`config.mk`:
```
export PLATFORM = sky130hd
export DESIGN_NAME = ptp_stamp_unit
export DESIGN_NICKNAME = d
export VERILOG_FILES = /design/src/rtl/ptp_su_pkg.sv /design/src/rtl/ptp_su_rxfront.sv /design/src/rtl/ptp_su_parser.sv /design/src/rtl/ptp_su_fifo.sv /design/src/rtl/ptp_stamp_unit.sv
export SDC_FILE = /design/constraint.sdc
export NUM_CORES = 1
export LEC_CHECK = 0
export ABC_AREA = 1
export BUFFER_PORTS_ARGS = -buffer_cell sky130_fd_sc_hd__buf_2
export CELL_PAD_IN_SITES_DETAIL_PLACEMENT = 1
export CELL_PAD_IN_SITES_GLOBAL_PLACEMENT = 1
export CORE_MARGIN = 3
export CORE_UTILIZATION = 37
export CTS_CLUSTER_DIAMETER = 200
export DETAILED_ROUTE_END_ITERATION = 8
export GPL_TIMING_DRIVEN = 0
export PLACE_DENSITY_LB_ADDON = 0.1
export SLEW_MARGIN = 30
export SYNTH_ARGS = -nofsm -noshare
export SYNTH_HDL_FRONTEND = slang
export SYNTH_SLANG_ARGS = --single-unit
export TNS_END_PERCENT = 1
```
`constraint.sdc`:
```
create_clock -name clk -period 9.4 [get_ports clk]
set_clock_uncertainty 0.1 [all_clocks]
set_input_delay 1.41 -clock clk [delete_from_list [all_inputs] [get_ports clk]]
set_output_delay 1.41 -clock clk [all_outputs]
set_load 0.02 [all_outputs]
```
`src/rtl/ptp_su_pkg.sv`:
```
package ptp_su_pkg;
  localparam int SEC_W   = 48;
  localparam int NS_W    = 32;
  localparam int ENTRY_W = 128;
  localparam logic [15:0] PTP_ETYPE = 16'h88F7;
  localparam logic [7:0]  PRE_BYTE  = 8'h55;
  localparam logic [7:0]  SFD_BYTE  = 8'hD5;
  localparam logic [2:0]  PRE_MIN   = 3'd7;
  localparam logic [3:0]  ET_WORD   = 4'd3;
  localparam logic [3:0]  SEQ_WORD  = 4'd11;

  typedef struct packed {
    logic [15:0]     pad;
    logic [SEC_W-1:0] sec;
    logic [NS_W-1:0]  ns;
    logic [3:0]      mtype;
    logic [11:0]     csum;
    logic [15:0]     seq;
  } stamp_t;
endpackage

```
`src/rtl/ptp_su_rxfront.sv`:
```
module ptp_su_rxfront
  import ptp_su_pkg::*;
(
  input  logic              clk,
  input  logic              rst_n,
  input  logic              mii_mode,
  input  logic              dv,
  input  logic [7:0]        d,
  input  logic [SEC_W-1:0]  t_sec,
  input  logic [NS_W-1:0]   t_ns,
  output logic              word_vld,
  output logic [31:0]       word,
  output logic [3:0]        word_idx,
  output logic [SEC_W-1:0]  ts_sec,
  output logic [NS_W-1:0]   ts_ns
);
  logic [3:0]  nib_q, nib_d;
  logic        phase_q, phase_d;
  logic [2:0]  pre_q, pre_d;
  logic        inf_q, inf_d;
  logic [1:0]  bcnt_q, bcnt_d;
  logic [23:0] sh_q, sh_d;
  logic [3:0]  widx_q, widx_d;
  logic        wvld_q, wvld_d;
  logic [31:0] word_q, word_d;
  logic [3:0]  idx_q, idx_d;
  logic [SEC_W-1:0] tss_q, tss_d;
  logic [NS_W-1:0]  tsn_q, tsn_d;

  logic       byte_vld, sof, body;
  logic [7:0] byte_val;

  // Byte assembly: nibble mode completes a byte on every second valid cycle.
  assign byte_vld = dv && (!mii_mode || phase_q);
  assign byte_val = mii_mode ? {d[3:0], nib_q} : d;
  assign sof  = byte_vld && !inf_q && (byte_val == SFD_BYTE) && (pre_q == PRE_MIN);
  assign body = byte_vld && inf_q;

  always_comb begin
    nib_d = nib_q; phase_d = phase_q; pre_d = pre_q; inf_d = inf_q;
    bcnt_d = bcnt_q; sh_d = sh_q; widx_d = widx_q; wvld_d = 1'b0;
    word_d = word_q; idx_d = idx_q; tss_d = tss_q; tsn_d = tsn_q;
    if (!dv) begin
      phase_d = 1'b0; pre_d = '0; inf_d = 1'b0; bcnt_d = '0; widx_d = '0;
    end else begin
      if (mii_mode) begin
        phase_d = !phase_q;
        if (!phase_q) nib_d = d[3:0];
      end
      if (sof) begin
        inf_d = 1'b1; tss_d = t_sec; tsn_d = t_ns; bcnt_d = '0; widx_d = '0;
      end else if (body) begin
        bcnt_d = bcnt_q + 2'd1;
        sh_d   = {sh_q[15:0], byte_val};
        if (bcnt_q == 2'd3) begin
          wvld_d = 1'b1;
          word_d = {sh_q, byte_val};
          idx_d  = widx_q;
          if (widx_q != 4'hF) widx_d = widx_q + 4'd1;
        end
      end else if (byte_vld) begin
        if (byte_val == PRE_BYTE) pre_d = (pre_q == PRE_MIN) ? PRE_MIN : pre_q + 3'd1;
        else                      pre_d = '0;
      end
    end
  end

  always_ff @(posedge clk or negedge rst_n) begin
    if (!rst_n) begin
      nib_q <= '0; phase_q <= 1'b0; pre_q <= '0; inf_q <= 1'b0;
      bcnt_q <= '0; sh_q <= '0; widx_q <= '0; wvld_q <= 1'b0;
      word_q <= '0; idx_q <= '0; tss_q <= '0; tsn_q <= '0;
    end else begin
      nib_q <= nib_d; phase_q <= phase_d; pre_q <= pre_d; inf_q <= inf_d;
      bcnt_q <= bcnt_d; sh_q <= sh_d; widx_q <= widx_d; wvld_q <= wvld_d;
      word_q <= word_d; idx_q <= idx_d; tss_q <= tss_d; tsn_q <= tsn_d;
    end
  end

  assign word_vld = wvld_q;
  assign word     = word_q;
  assign word_idx = idx_q;
  assign ts_sec   = tss_q;
  assign ts_ns    = tsn_q;
endmodule

```
`src/rtl/ptp_su_parser.sv`:
```
module ptp_su_parser
  import ptp_su_pkg::*;
(
  input  logic               clk,
  input  logic               rst_n,
  input  logic               word_vld,
  input  logic [31:0]        word,
  input  logic [3:0]         word_idx,
  input  logic [SEC_W-1:0]   ts_sec,
  input  logic [NS_W-1:0]    ts_ns,
  input  logic [15:0]        mask,
  output logic               push,
  output logic [ENTRY_W-1:0] entry
);
  logic        et_ok_q, et_ok_d;
  logic [3:0]  mt_q, mt_d;
  logic [11:0] cs_q, cs_d;
  logic        push_q, push_d;
  stamp_t      ent_q, ent_d;
  logic [11:0] wsum;

  // Only the two leading bytes of the sequence word belong to the sum.
  always_comb begin
    wsum = 12'(word[31:24]) + 12'(word[23:16]);
    if (word_idx != SEQ_WORD) wsum = wsum + 12'(word[15:8]) + 12'(word[7:0]);
  end

  always_comb begin
    et_ok_d = et_ok_q; mt_d = mt_q; cs_d = cs_q; push_d = 1'b0; ent_d = ent_q;
    if (word_vld) begin
      if (word_idx == 4'd0)           cs_d = wsum;
      else if (word_idx <= SEQ_WORD)  cs_d = cs_q + wsum;
      if (word_idx == ET_WORD) begin
        et_ok_d = (word[31:16] == PTP_ETYPE);
        mt_d    = word[11:8];
      end
      if (word_idx == SEQ_WORD) begin
        push_d      = et_ok_q && mask[mt_q];
        ent_d.pad   = '0;
        ent_d.sec   = ts_sec;
        ent_d.ns    = ts_ns;
        ent_d.mtype = mt_q;
        ent_d.csum  = cs_q + wsum;
        ent_d.seq   = word[31:16];
      end
    end
  end

  always_ff @(posedge clk or negedge rst_n) begin
    if (!rst_n) begin
      et_ok_q <= 1'b0; mt_q <= '0; cs_q <= '0; push_q <= 1'b0; ent_q <= '0;
    end else begin
      et_ok_q <= et_ok_d; mt_q <= mt_d; cs_q <= cs_d; push_q <= push_d; ent_q <= ent_d;
    end
  end

  assign push  = push_q;
  assign entry = ent_q;
endmodule

```
`src/rtl/ptp_su_fifo.sv`:
```
module ptp_su_fifo #(
  parameter int DEPTH = 4,
  parameter int W     = 128,
  localparam int AW   = (DEPTH > 1) ? $clog2(DEPTH) : 1,
  localparam int CW   = $clog2(DEPTH + 1)
) (
  input  logic          clk,
  input  logic          rst_n,
  input  logic          push,
  input  logic [W-1:0]  din,
  input  logic          pop,
  output logic [W-1:0]  dout,
  output logic [CW-1:0] count,
  output logic          empty,
  output logic          drop
);
  logic [W-1:0]  mem_q [DEPTH];
  logic [AW-1:0] wp_q, wp_d, rp_q, rp_d;
  logic [CW-1:0] cnt_q, cnt_d;
  logic          full, wr;

  assign full  = (cnt_q == CW'(DEPTH));
  assign empty = (cnt_q == '0);
  // A pop in the same cycle frees the slot the incoming record needs.
  assign wr    = push && (!full || pop);
  assign drop  = push && full && !pop;

  always_comb begin
    wp_d = wp_q; rp_d = rp_q; cnt_d = cnt_q;
    if (wr)  wp_d = (wp_q == AW'(DEPTH - 1)) ? '0 : wp_q + 1'b1;
    if (pop) rp_d = (rp_q == AW'(DEPTH - 1)) ? '0 : rp_q + 1'b1;
    if (wr && !pop)      cnt_d = cnt_q + 1'b1;
    else if (pop && !wr) cnt_d = cnt_q - 1'b1;
  end

  always_ff @(posedge clk or negedge rst_n) begin
    if (!rst_n) begin
      wp_q <= '0; rp_q <= '0; cnt_q <= '0;
    end else begin
      wp_q <= wp_d; rp_q <= rp_d; cnt_q <= cnt_d;
    end
  end

  always_ff @(posedge clk) begin
    if (wr) mem_q[wp_q] <= din;
  end

  assign dout  = mem_q[rp_q];
  assign count = cnt_q;
endmodule

```
`src/rtl/ptp_stamp_unit.sv`:
```
module ptp_stamp_unit
  import ptp_su_pkg::*;
#(
  parameter int DEPTH = 4,
  localparam int CW   = $clog2(DEPTH + 1)
) (
  input  logic               clk,
  input  logic               rst_n,
  input  logic               mii_mode,
  input  logic               rx_dv,
  input  logic [7:0]         rx_d,
  input  logic [SEC_W-1:0]   time_sec,
  input  logic [NS_W-1:0]    time_ns,
  input  logic [15:0]        type_mask,
  input  logic               rd_req,
  output logic               rd_ack,
  output logic [ENTRY_W-1:0] rd_data,
  output logic [CW-1:0]      q_count,
  output logic               overflow,
  input  logic               ovf_clr
);
  logic               wvld, push, pop, empty, drop;
  logic [31:0]        wrd;
  logic [3:0]         widx;
  logic [SEC_W-1:0]   tss;
  logic [NS_W-1:0]    tsn;
  logic [ENTRY_W-1:0] ent, head;
  logic               ack_q, ack_d, ovf_q, ovf_d;
  logic [ENTRY_W-1:0] dat_q, dat_d;

  ptp_su_rxfront u_front (
    .clk(clk), .rst_n(rst_n), .mii_mode(mii_mode), .dv(rx_dv), .d(rx_d),
    .t_sec(time_sec), .t_ns(time_ns), .word_vld(wvld), .word(wrd),
    .word_idx(widx), .ts_sec(tss), .ts_ns(tsn)
  );

  ptp_su_parser u_parse (
    .clk(clk), .rst_n(rst_n), .word_vld(wvld), .word(wrd), .word_idx(widx),
    .ts_sec(tss), .ts_ns(tsn), .mask(type_mask), .push(push), .entry(ent)
  );

  ptp_su_fifo #(.DEPTH(DEPTH), .W(ENTRY_W)) u_fifo (
    .clk(clk), .rst_n(rst_n), .push(push), .din(ent), .pop(pop),
    .dout(head), .count(q_count), .empty(empty), .drop(drop)
  );

  assign pop = rd_req && !ack_q && !empty;

  always_comb begin
    ack_d = pop;
    dat_d = pop ? head : dat_q;
    ovf_d = drop ? 1'b1 : (ovf_clr ? 1'b0 : ovf_q);
  end

  always_ff @(posedge clk or negedge rst_n) begin
    if (!rst_n) begin
      ack_q <= 1'b0; dat_q <= '0; ovf_q <= 1'b0;
    end else begin
      ack_q <= ack_d; dat_q <= dat_d; ovf_q <= ovf_d;
    end
  end

  assign rd_ack   = ack_q;
  assign rd_data  = dat_q;
  assign overflow = ovf_q;
endmodule

```
==> flow_summary_export.csv <==
group,metric,value,unit
worst_setup_path,critPathLaunchType,"flop",
die,dieArea,0.0962,mm^2
pwr,p_clk_frac,0.364,
clock_network,htreeDepth,3,
clock_network,clkSinkCount,855,
worst_setup_path,cpMaxStageDelayCell,"fa_1",
global_routing,grt_pass1_wl,157000,um
detailed_routing,antenna_left,0,
detailed_routing,drt_iter0_markers,1668,
worst_setup_path,cp_data_required_time,9.84,ns
worst_hold_path,hold_path_class,"reg -> reg",
global_routing,track_usage,0.216,
sta,setup_viol,0,
die,io_pins,243,
worst_setup_path,cp.arrival,5.21,ns
pwr,swShare,0.328,
pwr,p_seq_frac,0.396,
pwr,combPwrFrac,0.240,
synth,yosysWarningCount,0,
pwr,p_sw,3.59,mW
layout,seq_area,0.0236,mm^2
worst_setup_path,setup.worst_path.end_class,"flop",
sta,setup_slack,4.64,ns
layout,area_growth,20.9,%
sta,slew_headroom,0.298,
die,start_util,0.377,
die,die_h,310,um
sta,finalCritPeriodShare,0.507,
layout,final_area,0.0414,mm^2
clock_network,post_cts_buffers,0,
detailed_routing,via_per_inst,5.05,
layout,n_fill_cell,9942,
sta,final_hold_viol_count,0,
synth,synth_cell_type_count,38,
detailed_routing,drc,0,
worst_setup_path,path_max_fanout,5,
global_routing,antenna_found_initial,4,
place,dp_worst_setup_slack,4.56,ns
clock_network,cts_tree,"yes",
die,rows,110,
worst_setup_path,crit_path_max_incr_delay,0.49,ns
sta,worst_pin_slew,1.05,ns
clock_network,path_clk_slew,0.06,ns
worst_setup_path,path_common_cell,"nand2_1",
worst_setup_path,path_cells,"ha_1 > fa_1 > nand2_1 > nand2_1 > nand3_1 > nand3_1 > and2_1 > fa_1 > inv_1 > ha_1 > nand2_1 > inv_1 > a21oi_1 > nand2_1 > nand2_1 > nand3_1 > and2_1 > ha_1 > nand2_1 > nand2_1 > a21boi_0 > nand4_1 > nand3_1 > nand2_1",
layout,multi_input_area,0.00908,mm^2
worst_setup_path,crit_type,"reg -> reg",
synth,synth_area,0.0342,mm^2
detailed_routing,dr.pass1.iters,5,
clock_network,ctsHoldBuffers,0,
clock_network,cts_root_buffer,"clkbuf_16",
detailed_routing,wl_per_cell,21.4,um
clock_network,cts_buffer_depth,3,
pwr,peakVddDrop,0.000158,V
detailed_routing,vias,24300,
global_routing,gr-total-overflow,0,
sta,post-route-min-period,4.76,ns
pwr,cellPowerDensity,264,mW/mm^2
clock_network,numCtsBuffers,96,
layout,layout-drive-gt1-share,0.142,
flow_run,drv_cap,0,
synth,ys_ff_latch,855,
synth,netlist_instances,3186,
place,gp_congestion,0.823,
synth,ys_seq_area_frac,0.690,
global_routing,grt_max_degree,81,
place,hpwl,73600,um
worst_setup_path,crit_family,"adder cells",
sta,fmax,0.210,GHz
pwr,p_leak,19.3,nW
clock_network,clock_latency,0.66,ns
die,core,0.0908,mm^2
detailed_routing,route.final.wire_length,103000,um
worst_setup_path,crit_buf_inv,2,
status,outcome,"complete, no violations",
clock_network,cts_resized,0,
synth,syn_avg_cell_area,10.7,um^2
sta,final_max_slew_viol_count,0,
pwr,internal_power,7.35,mW
place,portBuffers,226,
layout,final_nets,3722,
global_routing,grt_pass1_vias,26200,
place,dpl_cell_area,0.0380,mm^2
sta,grt_setup_unrepaired,"no",
die,die_w,310,um
-- cells by family (layout without fill, tap and decap cells) --
logic type,count (synthesis),count (layout),synth area share
XOR/XNOR,10,10,0.00256
adder cells (fa/ha/maj),48,48,0.0202
AND/OR/NAND/NOR,1317,1317,0.150
flip-flops,855,855,0.690
other,1,18,0.000110
multiplexers,2,2,0.000658
buffers and inverters,385,832,0.0471
AO/OA/AOI/OAI,568,568,0.0893
-- stage by stage --
step                      std cells  power, mW   util  hold slack (ns)  setup TNS (ns)
after detailed placement       4642       7.06  0.418            0.363               0
after CTS                      4824       11.1  0.456            0.380               0
after global routing           4824       11.5  0.456            0.392               0
after floorplan                3201       5.89      -            0.342               0
after global placement         4603       6.96  0.406            0.359        -1769.60
final                          4826       10.9  0.456            0.372               0
-- placed cells by master, fill, tap and decap left out, types with 16 or more instances in the layout --
master,n
nand2_1,930
edfxtp_1,448
dfrtp_1,407
o21ai_0,382
nor2_1,278
buf_2,250
inv_1,204
clkbuf_1,123
o22ai_1,112
clkbuf_16,98
nand3_1,72
o21ai_1,38
ha_1,36
buf_16,35
buf_4,22
clkinv_2,19
conb_1,16
clkbuf_8,16
-- worst paths after layout --
check | cells past startpoint | to | startpoint | slack (ns)
max in group asynchronous | 4 | u_front.ts_sec[38] | rst_n | 7.38
min in group asynchronous | 1 | u_parse.entry[70] | rst_n | 0.48
setup reg to reg | 24 | u_parse.entry[27] | u_front.word[16] | 4.64
hold reg to reg | 2 | rd_data[57] | rd_data[57] | 0.37
setup / recovery | 24 | u_parse.entry[27] | u_front.word[16] | 4.64
hold / removal | 2 | rd_data[57] | rd_data[57] | 0.37
-- metal layers --
| metal | part of all wire | GRT usage | routed length, um |
|---|---|---|---|
| met1 | 0.44 | 0.290 | 45900 |
| met2 | 0.49 | 0.366 | 50200 |
| met3 | 0.046 | 0.0367 | 4790 |
| met4 | 0.024 | 0.0571 | 2500 |
| met5 | 0.000077 | 0 | 8 |
-- flip-flops by register name, indices dropped and copies added (netlist names), 12 cells and up --
name,cells
u_parse.cs_q,12
u_front.ts_sec,48
u_front.ts_ns,32
u_parse.entry,112
u_fifo.mem_q,448
u_front.sh_q,24
u_front.word,32
rd_data,112
-- Yosys cell counts --
| master | n | area, um^2 |
|---|---|---|
| or2_2 | 7 | 43.8 |
| nand3_1 | 72 | 360 |
| buf_2 | 25 | 125 |
| mux2_2 | 2 | 22.5 |
| nand2_2 | 1 | 6.26 |
| inv_1 | 204 | 766 |
| o21a_1 | 1 | 7.51 |
| and2_1 | 6 | 37.5 |
| o21bai_1 | 2 | 15.0 |
| a21boi_0 | 2 | 15.0 |
| xor2_1 | 5 | 43.8 |
| buf_1 | 9 | 33.8 |
| nand3b_1 | 5 | 37.5 |
| ha_1 | 36 | 450 |
| a21oi_1 | 13 | 65.1 |
| o21ai_1 | 38 | 190 |
| clkbuf_1 | 108 | 405 |
| nor2_4 | 2 | 22.5 |
| fa_1 | 12 | 240 |
| o211ai_1 | 5 | 37.5 |
| o22ai_1 | 112 | 701 |
| buf_6 | 7 | 78.8 |
| xnor2_1 | 5 | 43.8 |
| conb_1 | 1 | 3.75 |
| dfrtp_1 | 407 | 10200 |
| nor2_1 | 282 | 1060 |
| inv_2 | 9 | 33.8 |
| nand4_1 | 7 | 43.8 |
| o21ai_0 | 382 | 1910 |
| edfxtp_1 | 448 | 13500 |
| nand2_1 | 930 | 3490 |
| clkinv_1 | 1 | 3.75 |
| o21ai_2 | 10 | 87.6 |
| nor2_2 | 3 | 18.8 |
| nor4_1 | 2 | 12.5 |
| o21bai_2 | 1 | 11.3 |
| buf_4 | 22 | 165 |
| o221ai_1 | 2 | 17.5 |
-- area by class of cell --
cell class	instances	area share
Multi-Input combinational cell	1961	0.219
Antenna cell	2	0.000121
Timing Repair Buffer	265	0.0523
Inverter	214	0.0194
Tap cell	1176	0.0356
Clock buffer	130	0.0660
Sequential cell	855	0.571
Clock inverter	52	0.0165
Buffer	171	0.0196
-- power by group through the flow --
stage / Clock, mW / Combinational [mW] / Sequential (mW)
floorplan: 0 / 1.22 / 4.67
global placement: 0 / 2.56 / 4.40
detailed placement: 0 / 2.65 / 4.41
CTS: 4.09 / 2.67 / 4.34
global route: 4.24 / 2.91 / 4.36
finish: 3.99 / 2.63 / 4.33
-- worst reg2reg max path: cells and delay by family (launching register included) --
family,cells,cell delay [ns]
adder cells (fa/ha/maj),5,1.81
AND/OR/NAND/NOR,15,1.71
AO/OA/AOI/OAI,2,0.49
flip-flops,1,0.45
buffers and inverters,2,0.08
(Power assumes the default switching activity.)
